## src/rtl/edge_rx_pkg.sv

```systemverilog
package edge_rx_pkg;

    typedef enum logic [2:0] {
        ST_IDLE,
        ST_START,
        ST_DATA,
        ST_STOP,
        ST_DRAIN
    } rx_state_t;

endpackage

```

## src/rtl/rx_line_sync.sv

```systemverilog
module rx_line_sync #(
    parameter int STAGES = 2
) (
    input  logic clk,
    input  logic rst_n,
    input  logic line_async,
    output logic level,
    output logic rise,
    output logic fall
);

    logic [STAGES-1:0] chain;
    logic              prev_level;

    // Resets to the idle-high level so that reset release is not seen as an edge.
    always_ff @(posedge clk or negedge rst_n) begin
        if (!rst_n) begin
            chain      <= '1;
            prev_level <= 1'b1;
        end else begin
            chain      <= {chain[STAGES-2:0], line_async};
            prev_level <= chain[STAGES-1];
        end
    end

    assign level = chain[STAGES-1];
    assign rise  = level & ~prev_level;
    assign fall  = ~level & prev_level;

endmodule

```

## src/rtl/rx_window_timer.sv

```systemverilog
module rx_window_timer #(
    parameter int BIT_CYCLES = 16
) (
    input  logic clk,
    input  logic rst_n,
    input  logic clear,
    output logic quarter_done,
    output logic blank_done,
    output logic bit_done,
    output logic expired
);

    localparam int QUARTER = BIT_CYCLES / 4;
    localparam int BLANK   = (3 * BIT_CYCLES) / 4;
    localparam int TIMEOUT = (3 * BIT_CYCLES) / 2;
    localparam int CW      = $clog2(TIMEOUT + 1);

    logic [CW-1:0] cnt;

    // Counts cycles since the last clear and saturates at the timeout.
    always_ff @(posedge clk or negedge rst_n) begin
        if (!rst_n) begin
            cnt <= '0;
        end else if (clear) begin
            cnt <= '0;
        end else if (cnt != CW'(TIMEOUT)) begin
            cnt <= cnt + 1'b1;
        end
    end

    assign quarter_done = (cnt >= CW'(QUARTER));
    assign blank_done   = (cnt >= CW'(BLANK));
    assign bit_done     = (cnt >= CW'(BIT_CYCLES));
    assign expired      = (cnt == CW'(TIMEOUT));


    sat_limit_chk: assert property (@(posedge clk) disable iff (!rst_n)
        (expired && !clear) |=> expired);

endmodule

```

## src/rtl/rx_word_shift.sv

```systemverilog
module rx_word_shift #(
    parameter int WIDTH = 16
) (
    input  logic             clk,
    input  logic             rst_n,
    input  logic             clear,
    input  logic             shift_en,
    input  logic             bit_in,
    output logic [WIDTH-1:0] data
);

    // New bits enter at the top, so after WIDTH shifts the first bit sits at bit 0.
    always_ff @(posedge clk or negedge rst_n) begin
        if (!rst_n) begin
            data <= '0;
        end else if (clear) begin
            data <= '0;
        end else if (shift_en) begin
            data <= {bit_in, data[WIDTH-1:1]};
        end
    end

endmodule

```

## src/rtl/edge_word_rx.sv

```systemverilog
module edge_word_rx
    import edge_rx_pkg::*;
#(
    parameter int BIT_CYCLES  = 16,
    parameter int WORD_BITS   = 16,
    parameter int SYNC_STAGES = 2
) (
    input  logic                 clk,
    input  logic                 rst_n,
    input  logic                 line_in,
    output logic [WORD_BITS-1:0] word_out,
    output logic                 word_valid,
    output logic                 frame_err
);

    localparam int BCW = $clog2(WORD_BITS);

    rx_state_t            state, state_nx;
    logic                 lvl, rise, fall, any_edge;
    logic                 quarter_done, blank_done, bit_done, expired;
    logic                 tmr_clr, sh_clr, sh_en, sh_bit;
    logic                 good_ev, err_ev, cnt_clr;
    logic [BCW-1:0]       bit_cnt;
    logic [WORD_BITS-1:0] sh_data;

    rx_line_sync #(.STAGES(SYNC_STAGES)) u_sync (
        .clk        (clk),
        .rst_n      (rst_n),
        .line_async (line_in),
        .level      (lvl),
        .rise       (rise),
        .fall       (fall)
    );

    rx_window_timer #(.BIT_CYCLES(BIT_CYCLES)) u_timer (
        .clk          (clk),
        .rst_n        (rst_n),
        .clear        (tmr_clr),
        .quarter_done (quarter_done),
        .blank_done   (blank_done),
        .bit_done     (bit_done),
        .expired      (expired)
    );

    rx_word_shift #(.WIDTH(WORD_BITS)) u_shift (
        .clk      (clk),
        .rst_n    (rst_n),
        .clear    (sh_clr),
        .shift_en (sh_en),
        .bit_in   (sh_bit),
        .data     (sh_data)
    );

    assign any_edge = rise | fall;
    assign sh_bit   = rise;

    // Next-state logic and event decoding
    always_comb begin
        state_nx = state;
        tmr_clr  = 1'b0;
        sh_clr   = 1'b0;
        sh_en    = 1'b0;
        cnt_clr  = 1'b0;
        good_ev  = 1'b0;
        err_ev   = 1'b0;
        unique case (state)
            ST_IDLE: begin
                if (fall) begin
                    state_nx = ST_START;
                    tmr_clr  = 1'b1;
                    sh_clr   = 1'b1;
                end
            end
            ST_START: begin
                if (rise && !quarter_done) begin
                    state_nx = ST_IDLE;
                end else if (rise) begin
                    state_nx = ST_DATA;
                    tmr_clr  = 1'b1;
                    cnt_clr  = 1'b1;
                end else if (expired) begin
                    state_nx = ST_DRAIN;
                    tmr_clr  = 1'b1;
                    err_ev   = 1'b1;
                end
            end
            ST_DATA: begin
                if (any_edge && blank_done) begin
                    sh_en   = 1'b1;
                    tmr_clr = 1'b1;
                    if (bit_cnt == BCW'(WORD_BITS - 1)) begin
                        state_nx = ST_STOP;
                    end
                end else if (expired) begin
                    state_nx = ST_DRAIN;
                    tmr_clr  = 1'b1;
                    err_ev   = 1'b1;
                end
            end
            ST_STOP: begin
                if (rise && blank_done) begin
                    state_nx = ST_IDLE;
                    good_ev  = 1'b1;
                end else if ((fall && blank_done) || expired) begin
                    state_nx = ST_DRAIN;
                    tmr_clr  = 1'b1;
                    err_ev   = 1'b1;
                end
            end
            ST_DRAIN: begin
                if (!lvl) begin
                    tmr_clr = 1'b1;
                end else if (bit_done) begin
                    state_nx = ST_IDLE;
                end
            end
            default: begin
                state_nx = ST_IDLE;
            end
        endcase
    end

    // State register and data-bit counter
    always_ff @(posedge clk or negedge rst_n) begin
        if (!rst_n) begin
            state   <= ST_IDLE;
            bit_cnt <= '0;
        end else begin
            state <= state_nx;
            if (cnt_clr) begin
                bit_cnt <= '0;
            end else if (sh_en) begin
                bit_cnt <= bit_cnt + 1'b1;
            end
        end
    end

    // Registered outputs
    always_ff @(posedge clk or negedge rst_n) begin
        if (!rst_n) begin
            word_out   <= '0;
            word_valid <= 1'b0;
            frame_err  <= 1'b0;
        end else begin
            word_valid <= good_ev;
            frame_err  <= err_ev;
            if (good_ev) begin
                word_out <= sh_data;
            end
        end
    end


    valid_pulse_chk: assert property (@(posedge clk) disable iff (!rst_n)
        word_valid |=> !word_valid);


    valid_src_chk: assert property (@(posedge clk) disable iff (!rst_n)
        word_valid |-> ($past(state) == ST_STOP));


    err_pulse_chk: assert property (@(posedge clk) disable iff (!rst_n)
        frame_err |=> !frame_err);


    strobe_excl_chk: assert property (@(posedge clk) disable iff (!rst_n)
        !(word_valid && frame_err));


    blank_hold_chk: assert property (@(posedge clk) disable iff (!rst_n)
        (state == ST_DATA && !blank_done) |=> $stable(sh_data));


    timeout_chk: assert property (@(posedge clk) disable iff (!rst_n)
        ((state == ST_DATA || state == ST_STOP) && expired && !any_edge)
            |=> (state == ST_DRAIN && frame_err));


    glitch_chk: assert property (@(posedge clk) disable iff (!rst_n)
        (state == ST_START && rise && !quarter_done) |=> (state == ST_IDLE && !frame_err));

endmodule

```

## config.mk

```make
export PLATFORM = sky130hd
export DESIGN_NAME = edge_word_rx
export DESIGN_NICKNAME = d
export VERILOG_FILES = /design/src/rtl/edge_rx_pkg.sv /design/src/rtl/rx_line_sync.sv /design/src/rtl/rx_window_timer.sv /design/src/rtl/rx_word_shift.sv /design/src/rtl/edge_word_rx.sv
export SDC_FILE = /design/constraint.sdc
export NUM_CORES = 1
export LEC_CHECK = 0
export ABC_AREA = 1
export BUFFER_PORTS_ARGS = -buffer_cell sky130_fd_sc_hd__clkbuf_2
export CORE_UTILIZATION = 45
export DETAILED_ROUTE_END_ITERATION = 7
export GPL_TIMING_DRIVEN = 1
export PLACE_DENSITY_LB_ADDON = 0.15
export SLEW_MARGIN = 25
export SYNTH_ARGS = -nofsm -noshare
export SYNTH_HDL_FRONTEND = slang
export SYNTH_SLANG_ARGS = --single-unit
```

## constraint.sdc

```tcl
create_clock -name clk -period 2.15 [get_ports clk]
set_clock_uncertainty 0.15 [all_clocks]
set_input_delay 0.5375 -clock clk [delete_from_list [all_inputs] [get_ports clk]]
set_output_delay 0.5375 -clock clk [all_outputs]
set_load 0.005 [all_outputs]
```

Word level (Yosys, flattened, before mapping)
Index checks and enable logic that the tools add are counted.
{ "word_totals": {"ff_bits": 49, "word_cells": 80, "out_inout_bits": 18} }
{ "classes": {"reduce_logical": 11, "order_cmp": 3, "muxes": 38, "n_addsub": 2, "n_eq_ne": 12, "bitwise_logic": 5} }
{ "ops": {"columns": ["operator", "n"], "rows": [
  ["$mux 16", 2],
  ["$mux 3", 10],
  ["$mux 1", 19],
  ["$pmux 3 s5", 1],
  ["$mux 5", 2],
  ["$mux 4", 2],
  ["$eq 3x2->1 const B", 2],
  ["$ne 3x3->1 const B", 2],
  ["$reduce_bool 2->1", 3],
  ["$add 5x1->5 const B", 1],
  ["$eq 5x5->1 const B", 1],
  ["$ge 5x3->1 const B", 1],
  ["$ge 5x4->1 const B", 1],
  ["$ge 5x5->1 const B", 1],
  ["$ne 5x5->1 const B", 1],
  ["$pmux 1 s5", 1],
  ["$reduce_and 5->1", 1],
  ["$add 4x1->4 const B", 1],
  ["$eq 4x4->1 const B", 1],
  ["$logic_and 1x1->1", 4],
  ["$ne 2x2->1 const B", 2],
  ["$eq 3x1->1 const B", 1],
  ["$eq 3x3->1 const B", 1],
  ["$logic_not 3->1", 1],
  ["7 further kinds", 9]
]} }

Logic depth before layout (Yosys ltp)
{ "logic_depth": {"ltp_word": 8, "depth_mapped": 11, "depth_no_buf": 11} }

Modules after synthesis
Synthesis repeated with hierarchy kept, for this count alone.
{ "hier_totals": {"hier_cells": 274, "hier_area_um2": 2285.9} }
{ "by_module_without_submodules": {"columns": ["module", "instances", "cells_per_inst", "area_per_inst_um2"], "rows": [
  ["edge_word_rx", 1, 154, 1227.4],
  ["rx_word_shift", 1, 70, 650.6],
  ["rx_window_timer", 1, 43, 314.1],
  ["rx_line_sync", 1, 7, 93.8]
]} }

Worst setup path before layout
No wires, ideal clock.
{ "synth_timing": {"kind": "register to register", "startpoint": "reg u_sync.chain[1]", "endpoint": "reg bit_cnt[2]", "path_stages_with_launch": 10, "period_less_slack_ps": 1766, "path_buffers": 1, "setup_slack_ps": 384, "required_time_ps": 1881, "arrival_time_ps": 1497, "cell_sequence": "dfstp_2 -> inv_1 -> ha_1 -> a21oi_2 -> nand2_2 -> inv_2 -> buf_4 -> nand3_1 -> nand2_1 -> nor2_1"} }
{ "synth_between": {"elab_chain_cells": 7} }
{ "synth_lines": {"columns": ["element", "line_no", "rtl"], "rows": [
  ["from (decl)", "rx_line_sync.sv:12", "logic [STAGES-1:0] chain;"],
  ["from (signal assigned)", "rx_line_sync.sv:21", "chain <= {chain[STAGES-2:0], line_async};"],
  ["$not 1->1", "rx_line_sync.sv:28", "assign fall = ~level & prev_level;"],
  ["$and 1x1->1", "rx_line_sync.sv:28", null],
  ["$or 1x1->1", "edge_word_rx.sv:54", "assign any_edge = rise | fall;"],
  ["$logic_and 1x1->1", "edge_word_rx.sv:88", "if (any_edge && blank_done) begin"],
  ["$mux 1", "edge_word_rx.sv:88", null],
  ["$mux 1", "edge_word_rx.sv:66", "unique case (state)"],
  ["$reduce_bool 2->1 (no source line)", null, null],
  ["to (signal assigned)", "edge_word_rx.sv:133", "bit_cnt <= bit_cnt + 1'b1;"],
  ["to (decl)", "edge_word_rx.sv:23", "logic [BCW-1:0] bit_cnt;"]
]} }
Parallel ways exist; a longest one is shown, timed or not.
A chain may end at the register's enable or synchronous reset.

Worst setup path in the final report
Ends and elaborated chain as after synthesis.

==> flow_metrics.py <==
metrics = {
    "status": {
        "status": "finished clean",
    },
    "pwr": {
        "p_int_w": 0.00138,
        "power.total_w": 0.00205,
        "p_switching_w": 0.000675,
        "p_sw_share_pct": 32.9,
        "leakagePower_nw": 1.24,
        "p_per_area_nw_per_um2": 834,
        "peakVddDrop_v": 0.000495,
        "clkPwrFrac_pct": 26.5,
        "power_frac_seq_pct": 52.7,
        "power_frac_comb_pct": 20.9,
    },
    "floorplan": {
        "dieArea_um2": 5190,
        "die_h_um": 72.0,
        "core-area_um2": 4720,
        "start_util_pct": 46.7,
        "die_w_um": 72.0,
        "ios": 21,
        "num_rows": 25,
    },
    "logic_synthesis": {
        "synth-simple-area-share_pct": 22.5,
        "synthTopCellsByArea": "dfrtp_1 52%, nand2_1 8.8%, o21ai_1 7.3%, nand3_1 7.0%, inv_1 6.0%",
        "synth-compound-area-share_pct": 9.02,
        "netlist_area_um2": 2210,
        "syn-mean-instance-area_um2": 8.75,
        "synth-main-ff-cell": "dfrtp_1",
        "syn_inst": 252,
        "ys_seq_area_share_pct": 55.8,
        "synth.area.mux_share_pct": 0,
        "yosys.area.top_type_share_pct": 52.2,
        "synth-seq-cells": 49,
        "syn_nets": 260,
        "synth.largest_area_cell": "dfrtp_1",
        "synth_edf_count": 0,
        "yosys.cell_count.top_type": "nand2_1",
        "synthAdderAreaFrac_pct": 2.84,
        "synth_xor_area_share_pct": 1.59,
        "synth_common_cells": "52 x nand2_1, 46 x dfrtp_1, 35 x inv_1",
        "ys_warn_count": 0,
        "synthArstFlopShare_pct": 100,
        "synth_cell_types": 23,
        "synth_top_family_by_area": "simple AND/OR/NAND/NOR gates",
    },
    "timing": {
        "setup_viol": 0,
        "setup_tns_ns": 0,
        "period_share_pct": 90.0,
        "finalHoldViolCount": 0,
        "fmaxAchievable_ghz": 0.517,
        "slew_headroom_pct": 68.7,
        "worst_pin_slew_ns": 0.468,
        "grt_setup_unrepaired": "false",
        "period_needed_ns": 1.93,
        "setup_ws_ns": 0.216,
        "report.final.slew_viol_count": 0,
    },
    "final_layout": {
        "fin_nets": 282,
        "instances_no_fill": 342,
        "drive_above_1_share_pct": 15.6,
        "syn_to_final_growth_pct": 11.7,
        "diodes": 0,
    },
    "clocking": {
        "clk_path_buf_depth": 2,
        "cts_tree": "done",
        "cts.sinks": 49,
        "clkTransAtPathRegs_ns": 0.09,
        "clkLatencyLatePin_ns": 0.30,
        "cts_buffers": 5,
        "htreeDepth": 2,
        "root_buffer": "clkbuf_8",
        "hold_buffers": 0,
    },
    "setup_path": {
        "crit_path_start_kind": "flip-flop",
        "slowest_delay_ns": 0.56,
        "crit_fanout": 20,
        "crit_slowest_cell": "dfstp_2",
        "cp_cell_sequence": "inv_1 > ha_1 > a21oi_2 > nand2_2 > clkinv_2 > nand3_1 > nand2_1 > nor2_1",
        "critPathBufInv": 2,
        "critPathArrivalTime_ns": 1.99,
        "crit_type": "flip-flop to flip-flop",
        "crit_path_end_kind": "flip-flop",
        "required_ns": 2.20,
        "crit_family": "flip-flops",
    },
    "global_routing": {
        "grt_pass1_wl_mm": 6.75,
        "gr-total-overflow": 0,
        "grt_max_degree": 50,
        "antenna_found_initial": 0,
        "grt_pass1_vias": 1533,
        "grtUsageTotal_pct": 16.7,
    },
    "min_path": {
        "holdCritPathClass": "primary input to asynchronous set/reset pin",
    },
    "place": {
        "place_ws_ns": 0.145,
        "place_congestion": 0.793,
        "dp.cells": 334,
        "port_buffers": 20,
        "hpwl_mm": 2.65,
    },
    "detailed_routing": {
        "wl_mm": 3.94,
        "drt_iter0_markers": 121,
        "m1WireLength_mm": 2.07,
        "drt.antenna.violating_nets": 0,
        "route.detailed.wl_per_inst_um": 11.5,
        "dr_wl_met3_um": 114,
        "drt-pass1-iter-count": 4,
        "top_layer_used": "met4",
        "via_per_inst": 4.75,
        "wl_met2_mm": 1.71,
        "vias": 1626,
        "drcViolationCount": 0,
    },
    "flow_run": {
        "drv_cap": 0,
    },
}
timing repair:
action                                  4_1_cts  5_1_grt
buffers inserted                              0        0
endpoints found under the setup margin        0        1
gates resized for setup                       0        1
hold endpoints to repair                      0        0
area by class of cell:
type	instances	area (um2)
clock buffer	6	72.6
clock inverter	2	13.8
fill	443	2260
inverter	38	144
multi-input combinational	158	792
sequential	49	1230
tap	67	83.8
timing repair buffer	22	128
registers in the layout, indices dropped and copies added, names as in the netlist:
register           flops
bit_cnt                4
frame_err              1
state                  3
u_shift.data          16
u_sync.chain           2
u_sync.prev_level      1
u_timer.cnt            5
word_out              16
word_valid             1
worst register-to-register path: cells and delay by family, from the launching register on:
family	cells	cell delay [ns]
compound gates	1	0.16
fa+ha+maj	1	0.29
buf+inv	2	0.30
flops	1	0.56
simple gates	4	0.39
cell families (layout without fill, tap and decap cells):
kind of cell,Yosys count,in the layout
buf+inv,45,68
flops,49,49
simple gates,110,110
xor+xnor,4,4
fa+ha+maj,5,5
compound gates,39,39
cell usage in the layout (no fill, tap or decap), types with 3 or more instances in the layout:
cell type,count
nor2_1,15
inv_1,35
a21oi_1,4
o21ai_1,32
dfrtp_1,46
ha_1,5
nand2_2,3
dfstp_2,3
clkbuf_8,5
clkbuf_2,20
nand2_1,52
nand3_1,31
xor2_1,4
nand4_1,3
per-layer routing:
layer  global-route usage (%)  vias up
met4                     5.23        0
met1                     22.6      748
met3                     4.58        5
met5                        0        -
li1                         -      847
met2                     26.5       26
stage by stage:
stage | utilization, % | instance area [um2] | hold slack [ns]
2_1_floorplan | - | 2210 | 0.0919
3_3_place_gp | 50.3 | 2380 | 0.213
3_5_place_dp | 50.3 | 2380 | 0.209
4_1_cts | 52.1 | 2460 | 0.0687
5_1_grt | 52.2 | 2460 | 0.0751
6_report | 52.2 | 2460 | 0.0575
power groups by stage:
stage	combinational [W]	clock, W	sequential (W)
after detailed placement	0.000432	0	0.00110
after global placement	0.000433	0	0.00110
final	0.000428	0.000543	0.00108
after floorplan	0.000342	0	0.00108
after global routing	0.000501	0.000591	0.00110
after CTS	0.000433	0.000564	0.00108
final timing paths:
| path | start | endpoint | slack [ns] | cells after the start |
|---|---|---|---|---|
| min reg2reg | u_sync.chain[0] | u_sync.chain[1] | 0.22 | 0 |
| max in group asynchronous | rst_n | u_sync.prev_level | 1.50 | 2 |
| max | u_sync.chain[1] | bit_cnt[2] | 0.22 | 8 |
| min in group clk | line_in | u_sync.chain[0] | 0.16 | 1 |
| max reg2reg | u_sync.chain[1] | bit_cnt[2] | 0.22 | 8 |
| min | rst_n | frame_err | 0.06 | 2 |
(Power assumes the default switching activity.)
